===== config.mk =====
export PLATFORM = sky130hd
export DESIGN_NAME = evt_stamp_unit
export DESIGN_NICKNAME = d
export VERILOG_FILES = /design/src/rtl/evt_stamp_pkg.sv /design/src/rtl/evt_pin_filter.sv /design/src/rtl/evt_snap_bank.sv /design/src/rtl/evt_stamp_unit.sv
export SDC_FILE = /design/constraint.sdc
export NUM_CORES = 1
export LEC_CHECK = 0
export CORE_UTILIZATION = 50
export CTS_CLUSTER_DIAMETER = 120
export DETAILED_ROUTE_END_ITERATION = 12
export GPL_ROUTABILITY_DRIVEN = 1
export GPL_TIMING_DRIVEN = 1
export PLACE_DENSITY = 0.77
export SYNTH_ARGS = -nofsm -noshare
export SYNTH_HDL_FRONTEND = slang
export SYNTH_SLANG_ARGS = --single-unit

===== constraint.sdc =====
create_clock -name clk -period 6.11 [get_ports clk]
set_clock_uncertainty 0.05 [all_clocks]
set_input_delay 0.611 -clock clk [delete_from_list [all_inputs] [get_ports clk]]
set_output_delay 0.611 -clock clk [all_outputs]
set_load 0.005 [all_outputs]

===== src/rtl/evt_stamp_pkg.sv =====
package evt_stamp_pkg;
    localparam int FW = 8;
    localparam int AW = 8;

    localparam logic [AW-1:0] A_SEC  = 8'h10;
    localparam logic [AW-1:0] A_MIN  = 8'h11;
    localparam logic [AW-1:0] A_HOUR = 8'h12;
    localparam logic [AW-1:0] A_WDAY = 8'h13;
    localparam logic [AW-1:0] A_DAY  = 8'h14;
    localparam logic [AW-1:0] A_MON  = 8'h15;
    localparam logic [AW-1:0] A_YEAR = 8'h16;
    localparam logic [AW-1:0] A_CTRL = 8'h17;
    localparam logic [AW-1:0] A_STAT = 8'h18;

    typedef struct packed {
        logic [FW-1:0] sec;
        logic [FW-1:0] min;
        logic [FW-1:0] hour;
        logic [FW-1:0] wday;
        logic [FW-1:0] day;
        logic [FW-1:0] mon;
        logic [FW-1:0] year;
    } cal_t;

    typedef struct packed {
        logic       cap_en;
        logic       act_high;
        logic       pull_en;
        logic       irq_en;
        logic [1:0] db_sel;
    } ctrl_t;
endpackage


===== src/rtl/evt_pin_filter.sv =====
module evt_pin_filter #(
    parameter int DB_T1 = 4,
    parameter int DB_T2 = 16,
    parameter int DB_T3 = 64
) (
    input  logic       clk,
    input  logic       rst_n,
    input  logic       tick,
    input  logic       pin,
    input  logic       enable,
    input  logic       act_high,
    input  logic [1:0] db_sel,
    output logic       fire,
    output logic       pin_lvl
);
    localparam int CW = $clog2(DB_T3 + 1);

    typedef struct packed {
        logic          s1;
        logic          s2;
        logic          armed;
        logic [CW-1:0] cnt;
    } flt_t;

    flt_t          flt_q, flt_d;
    logic          active;
    logic [CW-1:0] limit;

    always_comb begin
        case (db_sel)
            2'b01:   limit = CW'(DB_T1);
            2'b10:   limit = CW'(DB_T2);
            2'b11:   limit = CW'(DB_T3);
            default: limit = '0;
        endcase
        active = act_high ? flt_q.s2 : ~flt_q.s2;
        fire   = enable && flt_q.armed && active && (flt_q.cnt >= limit);

        flt_d    = flt_q;
        flt_d.s1 = pin;
        flt_d.s2 = flt_q.s1;
        if (!active) begin
            flt_d.armed = 1'b1;
            flt_d.cnt   = '0;
        end else begin
            if (fire) flt_d.armed = 1'b0;
            if (!enable) begin
                flt_d.cnt = '0;
            end else if (tick && (flt_q.cnt < limit)) begin
                flt_d.cnt = flt_q.cnt + 1'b1;
            end
        end
    end

    always_ff @(posedge clk or negedge rst_n) begin
        if (!rst_n) begin
            flt_q <= '0;
        end else begin
            flt_q <= flt_d;
        end
    end

    assign pin_lvl = flt_q.s2;
endmodule


===== src/rtl/evt_snap_bank.sv =====
module evt_snap_bank
    import evt_stamp_pkg::*;
(
    input  logic clk,
    input  logic rst_n,
    input  logic capture,
    input  cal_t live,
    input  logic live_vlow,
    input  logic live_vdet,
    output cal_t snap,
    output logic snap_vlow,
    output logic snap_vdet
);
    typedef struct packed {
        cal_t t;
        logic vlow;
        logic vdet;
    } bank_t;

    bank_t bank_q, bank_d;

    always_comb begin
        bank_d = bank_q;
        if (capture) begin
            bank_d.t    = live;
            bank_d.vlow = live_vlow;
            bank_d.vdet = live_vdet;
        end
    end

    always_ff @(posedge clk or negedge rst_n) begin
        if (!rst_n) begin
            bank_q <= '0;
        end else begin
            bank_q <= bank_d;
        end
    end

    assign snap      = bank_q.t;
    assign snap_vlow = bank_q.vlow;
    assign snap_vdet = bank_q.vdet;
endmodule


===== src/rtl/evt_stamp_unit.sv =====
module evt_stamp_unit
    import evt_stamp_pkg::*;
#(
    parameter int DB_T1 = 4,
    parameter int DB_T2 = 16,
    parameter int DB_T3 = 64
) (
    input  logic       clk,
    input  logic       rst_n,
    input  logic       tick,
    input  logic       evt_pin,
    input  logic [7:0] live_sec,
    input  logic [7:0] live_min,
    input  logic [7:0] live_hour,
    input  logic [7:0] live_wday,
    input  logic [7:0] live_day,
    input  logic [7:0] live_mon,
    input  logic [7:0] live_year,
    input  logic       live_vlow,
    input  logic       live_vdet,
    input  logic [7:0] addr,
    input  logic       wr_en,
    input  logic [7:0] wr_data,
    output logic [7:0] rd_data,
    output logic       irq_oe,
    output logic       irq_out,
    output logic       pullup_en
);
    typedef struct packed {
        ctrl_t ctrl;
        logic  ef;
    } top_t;

    top_t top_q, top_d;
    cal_t live_cal, snap_cal;
    logic evt_fire, pin_lvl, snap_vlow, snap_vdet;
    logic ef_flag, cap_on, irq_on;
    logic [7:0] snap_sec_w, snap_year_w;

    assign live_cal = '{sec: live_sec, min: live_min, hour: live_hour,
                        wday: live_wday, day: live_day, mon: live_mon,
                        year: live_year};

    evt_pin_filter #(.DB_T1(DB_T1), .DB_T2(DB_T2), .DB_T3(DB_T3)) u_filter (
        .clk      (clk),
        .rst_n    (rst_n),
        .tick     (tick),
        .pin      (evt_pin),
        .enable   (top_q.ctrl.cap_en),
        .act_high (top_q.ctrl.act_high),
        .db_sel   (top_q.ctrl.db_sel),
        .fire     (evt_fire),
        .pin_lvl  (pin_lvl)
    );

    evt_snap_bank u_bank (
        .clk       (clk),
        .rst_n     (rst_n),
        .capture   (evt_fire),
        .live      (live_cal),
        .live_vlow (live_vlow),
        .live_vdet (live_vdet),
        .snap      (snap_cal),
        .snap_vlow (snap_vlow),
        .snap_vdet (snap_vdet)
    );

    always_comb begin
        top_d = top_q;
        if (wr_en && (addr == A_CTRL)) begin
            top_d.ctrl.cap_en   = wr_data[7];
            top_d.ctrl.act_high = wr_data[6];
            top_d.ctrl.pull_en  = wr_data[5];
            top_d.ctrl.irq_en   = wr_data[2];
            top_d.ctrl.db_sel   = wr_data[1:0];
        end
        if (evt_fire) begin
            top_d.ef = 1'b1;
        end else if (wr_en && (addr == A_STAT) && !wr_data[5]) begin
            top_d.ef = 1'b0;
        end
    end

    always_ff @(posedge clk or negedge rst_n) begin
        if (!rst_n) begin
            top_q <= '0;
        end else begin
            top_q <= top_d;
        end
    end

    always_comb begin
        case (addr)
            A_SEC:   rd_data = snap_cal.sec;
            A_MIN:   rd_data = snap_cal.min;
            A_HOUR:  rd_data = snap_cal.hour;
            A_WDAY:  rd_data = snap_cal.wday;
            A_DAY:   rd_data = snap_cal.day;
            A_MON:   rd_data = snap_cal.mon;
            A_YEAR:  rd_data = snap_cal.year;
            A_CTRL:  rd_data = {top_q.ctrl.cap_en, top_q.ctrl.act_high,
                                top_q.ctrl.pull_en, 2'b00, top_q.ctrl.irq_en,
                                top_q.ctrl.db_sel};
            A_STAT:  rd_data = {snap_vlow, snap_vdet, top_q.ef, 4'b0000, pin_lvl};
            default: rd_data = 8'h00;
        endcase
    end

    assign ef_flag     = top_q.ef;
    assign cap_on      = top_q.ctrl.cap_en;
    assign irq_on      = top_q.ctrl.irq_en;
    assign snap_sec_w  = snap_cal.sec;
    assign snap_year_w = snap_cal.year;

    assign irq_oe    = irq_on & ef_flag;
    assign irq_out   = 1'b0;
    assign pullup_en = top_q.ctrl.pull_en;
endmodule


Word level (Yosys, flattened, before mapping). Cells that the tools add are included.

Register bits: 75. Input port bits: 79. Output and inout bits: 11. Word-level logic and storage cells: 56.

Add/subtract/negate cells: 1. $lt $le $gt $ge: 2. Equal/unequal tests: 14. Mux-type cells: 9. Bitwise logic cells: 2. Reductions and logical operators: 9.

Operators with widths (number): $eq 8x5->1 const B (9); $pmux 8 s9 (1); $pmux 7 s3 (1); $mux 7 (2); $mux 8 (1); $add 7x1->7 const B (1); $ge 7x7->1 (1); $logic_and 1x1->1 (7); $lt 7x7->1 (1); $eq 2x2->1 const B (2); $mux 1 (4); $ne 3x3->1 const B (1); $eq 2x1->1 const B (1); $ne 2x2->1 const B (1); $reduce_bool 2->1 (1); $and 1x1->1 (1); $logic_not 1->1 (1); $not 1->1 (1).

Longest topological paths before layout. Gate-level depths: netlist of run 1.

Depth after elaboration: 7. Gate-level depth with buffers: 8. Mapped depth without buffers: 6.

By module. A second synthesis of run 1 with hierarchy kept.

Cell total of the unflattened synthesis: 299. Area, all modules: 3819.9 um^2.

By module, submodules not included: evt_snap_bank (instances 1, cells each 122, area an instance 2228.4 um^2, seq. area each 1451.4 um^2); evt_stamp_unit (instances 1, cells each 114, area an instance 983.4 um^2, seq. area each 175.2 um^2); evt_pin_filter (instances 1, cells each 63, area an instance 608.1 um^2, seq. area each 250.2 um^2).

Least setup slack after synthesis of run 1. OpenSTA, ideal clock, no wires.

Path type: input-to-output. From: input addr[0]. To: output rd_data[5]. Arrival: 1796 ps. Data required time: 5449 ps. Path slack: 3653 ps. Stages on the path: 7. Buffers on the path: 3. Cells stage by stage: buf_2 buf_2 buf_2 nand3b_1 o21ai_0 a211oi_1 o21ai_0.

Word-level cells in the longest chain between the ends: 2. Elaborated cells between the ends (all ways): 10. Those cells by class: 9 x eq/ne; 1 x mux.

Ends and longest elaborated chain: start: declaration (line evt_stamp_unit.sv:21) `input logic [7:0] addr,`; $eq 8x5->1 (line evt_stamp_unit.sv:93) `case (addr)`; $pmux 8 s9 (*) (line evt_stamp_unit.sv:93); end: declaration (line evt_stamp_unit.sv:24) `output logic [7:0] rd_data,`.

Every way passes the cells marked *; elsewhere a longest branch is shown, timed or not.

Worst setup path after layout of run 1.
From: input addr[2]. To: output rd_data[7].

The elaborated chain is that of the path after synthesis.

==> summary.txt, run 1 <==
Post CTS Setup Buffer Count: 0
worst hold stages: 0
Synth Flop Type: dfrtp_1
dominant cells by area after synthesis: dfrtp_1, mux2_2, mux4_2, mux2_1, mux2i_1
number of remaining DRC errors: 0
Clock Latency Late Sink: 0.34 ns
post-synthesis mux area share: 0.277
die width: 87.6 µm
simple-gate portion of the synthesized area: 0.0799
Ys Warns: 0
worst slack, placed: 2.18 ns
clk sinks: 75
first-pass GRT wire length: 12.3 mm
clk root buf: clkbuf_8
H-tree levels: 3
Slew Limit Fails: 0
Post-Syn Instances: 278
crit path capture type: output port
PwrDens: 279 mW/mm²
NumNets Final: 445
row count: 30
Reg2Reg Depth: 7
area leader, netlist: dfrtp_1
Tmin final: 3.95 ns
Max Freq: 253 MHz
Critical R2R Launch: top_q[2]$_DFFE_PN0P_
Final Setup Violations: 0
Adder-Cell Fraction of Synth Area: 0.0171
routability congestion estimate from global placement: 0.812
ANT cells: 0
fin worst setup slack: 2.16 ns
initial antenna violation count: 0
IO buf count: 86
DR iter-0 viols: 108
measured slew at the worst slew-check pin: 1.05 ns
vias in the first global route: 2590
Crit Path Class: in -> out
Seq/Total Area, Yosys: 0.512
die area: 0.00767 mm²
unrepaired setup endpoints after global routing: no
hold_ws: 0.324 ns
post-CTS sizing: 0
WP data required: 5.45 ns
drt total wl: 7.60 mm
Clock Path Buffers: 2
VDD IR max: 0.176 mV
dpl cell area: 0.00457 mm²
max FFs per register: 56
area grow syn2layout: 30.6%
layout cell share with drive strength beyond 1: 0.243
r2r endpoint: u_bank.snap[40]$_DFFE_PN0P_
Syn Area/Cell: 13.2 µm²
main combinational cell family by area after synthesis: multiplexers
total grt overflow: 0
hold path start: u_filter.flt_d[8]$_DFF_PN0_
Die Y: 87.6 µm
DRT antenna net count: 0
Synth Net Count: 362
worst reg-to-reg setup slack: 3.38 ns
final hold vios: 0
design area: 0.00478 mm²
clock transition at the registers of the reported paths: 0.07 ns
slew margin rel.: 0.300
CTS tree: yes
Final HPWL DP: 5.24 mm
Post-synth top cells: dfrtp_1, mux2_2, nand2_1, nor2_1
post-synthesis compound-gate area fraction: 0.0717
Mapped Area: 0.00366 mm²
drt first pass iters: 4
Static Leak: 2.04 nW
Num CTS Buffers: 9
status: completed
Avg Vias per Cell: 5.49
Critical Path Fanout Max: 24
share of the synthesized area in the top cell type: 0.512
Max Cap Viol: 0
flops & latches, synth: 75
Post-Synth XOR/XNOR Area: 0.00957
synth unique cells: 48
Final Total Pwr: 1.34 mW
Fin Setup TNS: 0 ns
Starting Density: 0.527
Critical Path AT: 3.28 ns
asr flop ratio synth: 1.00
most common cell in the netlist: dfrtp_1
cts hold-fix bufs: 0
pin count of the biggest net entering global routing: 76
Worst Hold End: u_filter.pin_lvl$_DFF_PN0_
Post-synth EDFFs: 0
GRT Total Usage: 0.216
Vias: 2536
I/O Pins: 90
Core Footprint: 0.00694 mm²
drt wl/cell: 16.5 µm
Hold/Removal Path Class: reg -> reg
Worst setup SP type: input port
fin crit share: 0.646
## power by group
part	total [mW]	switching [mW]	internal (mW)
sequential	0.671	0.0588	0.612
clock	0.410	0.182	0.228
combinational	0.255	0.0813	0.174
## through the flow
stage / util / std cells
5_1_grt: 0.689 / 462
4_1_cts: 0.689 / 462
2_1_floorplan: - / 278
6_report: 0.689 / 462
3_5_place_dp: 0.658 / 446
3_3_place_gp: 0.658 / 446
## critical path: stages
cell             delay [ns]
clkdlybuf4s50_1        1.16
nor2b_1                0.24
a221oi_1               0.38
a311oi_1               0.10
a211o_1                0.33
clkdlybuf4s50_1        0.45
## area by class of cell
class	instances	area, µm²
fill	522	2160
sequential	75	1880
multi-input combinational	182	1680
timing repair buffer	88	873
clock buffer	9	124
tap	96	120
clock inverter	7	92.6
inverter	5	18.8
## worst max path at each step
stage,startpoint,to
after floorplan,addr[0],rd_data[5]
after global placement,addr[2],rd_data[7]
after detailed placement,addr[2],rd_data[7]
after CTS,addr[2],rd_data[7]
after global routing,addr[2],rd_data[7]
final,addr[2],rd_data[7]
## cells in the final DEF, fill, tap and decap left out, types with 2 or more instances in the layout
cell             Yosys  layout
bufinv_16            0       2
clkdlybuf4s50_1      0      85
mux2i_1              9       9
mux2_1               9       9
nor4b_1              2       2
nand4b_1             3       3
nand4_1              3       3
or4_1                2       2
dfrtp_1             75      75
nand3_1              3       3
clkbuf_8             0       9
clkinvlp_4           0       3
a21o_1               2       2
and2_1               3       3
nor2_1              10      10
mux4_2               8       8
a21bo_2              2       2
mux2_2              57      57
nand3b_1             2       2
o31ai_1              4       4
buf_4                4       3
inv_1                5       5
nor2b_1              3       3
a21oi_1              8       8
nand2_1             10      10
xnor2_1              4       4
ha_1                 5       5
nand2b_1             2       2
clkinv_2             0       2
a211o_1              2       2
a211oi_1             4       4
o21ai_0              7       7
a22oi_1              2       2
## logic make-up after synthesis
kind of cell | after synthesis
simple gates | 51
flops | 75
compound gates | 38
other cells | 1
xor+xnor | 4
buf+inv | 21
fa+ha+maj | 5
mux | 83
## layer usage
layer / GRT usage / share of wire
met3: 0.0697 / 0.057
met5: 0 / 0
met4: 0.0626 / 0.0088
met1: 0.270 / 0.43
met2: 0.361 / 0.50
Note: power is estimated with default switching activity, not from simulation.
==> inputs of run 2 (changes only) <==
--- a/config.mk
+++ b/config.mk
@@ -5,12 +5,12 @@
 export SDC_FILE = /design/constraint.sdc
 export NUM_CORES = 1
 export LEC_CHECK = 0
-export CORE_UTILIZATION = 50
+export CORE_UTILIZATION = 49
 export CTS_CLUSTER_DIAMETER = 120
 export DETAILED_ROUTE_END_ITERATION = 12
 export GPL_ROUTABILITY_DRIVEN = 1
 export GPL_TIMING_DRIVEN = 1
-export PLACE_DENSITY = 0.77
+export PLACE_DENSITY = 0.75
 export SYNTH_ARGS = -nofsm -noshare
 export SYNTH_HDL_FRONTEND = slang
 export SYNTH_SLANG_ARGS = --single-unit
==> constraint.sdc (replaced) <==
create_clock -name clk -period 3.8 [get_ports clk]
set_clock_uncertainty 0.05 [all_clocks]
set_input_delay 0.38 -clock clk [delete_from_list [all_inputs] [get_ports clk]]
set_output_delay 0.38 -clock clk [all_outputs]
set_load 0.005 [all_outputs]
==> summary.txt, run 2 (synthesized netlist as in run 1, its figures left out) <==
Vias: 2532 (-0.16%)
status: completed
Final HPWL DP: 5.39 mm (+2.8%)
drt wl/cell: 16.2 µm (-1.7%)
Slew Limit Fails: 0 (unchanged)
first-pass GRT wire length: 12.5 mm (+1.5%)
DR iter-0 viols: 87 (-19%)
die area: 0.00782 mm² (+2.0%)
measured slew at the worst slew-check pin: 0.928 ns (-0.119 ns)
worst setup path startpoint: addr[0]
routability congestion estimate from global placement: 0.767 (-5.5%)
Max Freq: 327 MHz
worst slack, placed: 0.731 ns (-1.44 ns)
WP data required: 3.37 ns (-2.08 ns)
Critical Path AT: 2.62 ns (-0.66 ns)
Final Setup Violations: 0 (unchanged)
unrepaired setup endpoints after global routing: no
Die Y: 88.5 µm (+0.99%)
DRT antenna net count: 0 (unchanged)
hold_ws: 0.134 ns (-0.189 ns)
clk sinks: 75 (unchanged)
I/O Pins: 90 (unchanged)
drt first pass iters: 4 (unchanged)
cts hold-fix bufs: 0 (unchanged)
worst reg-to-reg setup slack: 0.94 ns (-2.44 ns)
r2r endpoint: u_bank.snap[10]$_DFFE_PN0P_
commonest non-fill, non-tap cell in the layout: clkdlybuf4s50_1
clock transition at the registers of the reported paths: 0.07 ns (about the same)
post-CTS sizing: 0 (unchanged)
die width: 88.5 µm (+0.99%)
crit path capture type: output port
Fin Setup TNS: 0 ns (unchanged)
drt total wl: 7.56 mm (-0.63%)
Final Total Pwr: 1.99 mW (+49%)
GRT Total Usage: 0.214 (-0.00194)
CTS tree: yes
Worst setup SP type: input port
max FFs per register: 56 (unchanged)
ANT cells: 0 (unchanged)
initial antenna violation count: 0 (unchanged)
Clock Latency Late Sink: 0.33 ns (about the same)
design area: 0.00476 mm² (-0.44%)
row count: 31 (+3.3%)
NumNets Final: 449 (+0.90%)
IO buf count: 86 (unchanged)
pin count of the biggest net entering global routing: 76 (unchanged)
H-tree levels: 3 (unchanged)
most frequent cells in the layout: clkdlybuf4s50_1, dfrtp_1, mux2_2, nand2_1, nor2_1
Core Footprint: 0.00725 mm² (+4.5%)
Tmin final: 3.05 ns
Crit Path Class: in -> out
area grow syn2layout: 30.0%
PwrDens: 418 mW/mm² (+49%)
Clock Path Buffers: 2 (unchanged)
vias in the first global route: 2571 (-0.73%)
Critical R2R Launch: top_q[2]$_DFFE_PN0P_
Reg2Reg Depth: 7 (unchanged)
dpl cell area: 0.00461 mm² (+1.0%)
Starting Density: 0.505 (-0.0225)
VDD IR max: 0.256 mV (+46%)
fin crit share: 0.804
Post CTS Setup Buffer Count: 0 (unchanged)
fin worst setup slack: 0.745 ns (-1.42 ns)
number of remaining DRC errors: 0 (unchanged)
Num CTS Buffers: 9 (unchanged)
total grt overflow: 0 (unchanged)
Hold/Removal Path Class: in -> async
layout cell share with drive strength beyond 1: 0.242 (-0.00132)
final hold vios: 0 (unchanged)
Static Leak: 2.03 nW (-0.18%)
slew margin rel.: 0.381 (+0.0813)
clk root buf: clkbuf_8
Critical Path Fanout Max: 7 (-71%)
Max Cap Viol: 0 (unchanged)
Avg Vias per Cell: 5.42 (-1.2%)
==> run 2: worst max-delay path by stage <==
stage	endpoint	slack (ns)	depth (start not counted)
after global routing	rd_data[0]	0.55	7
after global placement	rd_data[7]	0.78	6
after detailed placement	rd_data[7]	0.73	6
after floorplan	u_bank.snap[16]$_DFFE_PN0P_	1.61	8
final	rd_data[7]	0.75	6
after CTS	rd_data[7]	0.73	6
==> run 2: report_power, final <==
| group | total (mW) | switching (mW) | internal, mW |
|---|---|---|---|
| Combinational | 0.410 | 0.128 | 0.281 |
| Clock | 0.500 | 0.272 | 0.228 |
| Sequential | 1.08 | 0.0939 | 0.985 |
==> run 2: per-stage QoR <==
step                      std cells  utilization
final                           467        0.657
after global routing            467        0.657
after CTS                       467        0.657
after detailed placement        453        0.636
after global placement          453        0.636
after floorplan                 278            -
==> run 2: worst max-delay path, cell delays in order <==
cell             delay [ns]
clkdlybuf4s50_1        0.72
nor2b_1                0.42
a221oi_1               0.17
a311oi_1               0.27
a211o_1                0.15
clkdlybuf4s50_1        0.51
==> run 2: layer usage <==
layer,GRT usage,vias up,share of wire
li1,-,1198,-
met1,0.282,1268,0.45
met2,0.348,60,0.49
met3,0.0560,6,0.044
met4,0.0645,0,0.013
met5,0,-,0
==> run 2: area by class of cell <==
cell class | count | area (µm²)
Fill cell | 570 | 2490
Sequential cell | 75 | 1880
Multi-Input combinational cell | 182 | 1680
Timing Repair Buffer | 92 | 916
Clock buffer | 11 | 131
Tap cell | 99 | 124
Inverter | 5 | 18.8
Clock inverter | 3 | 17.5
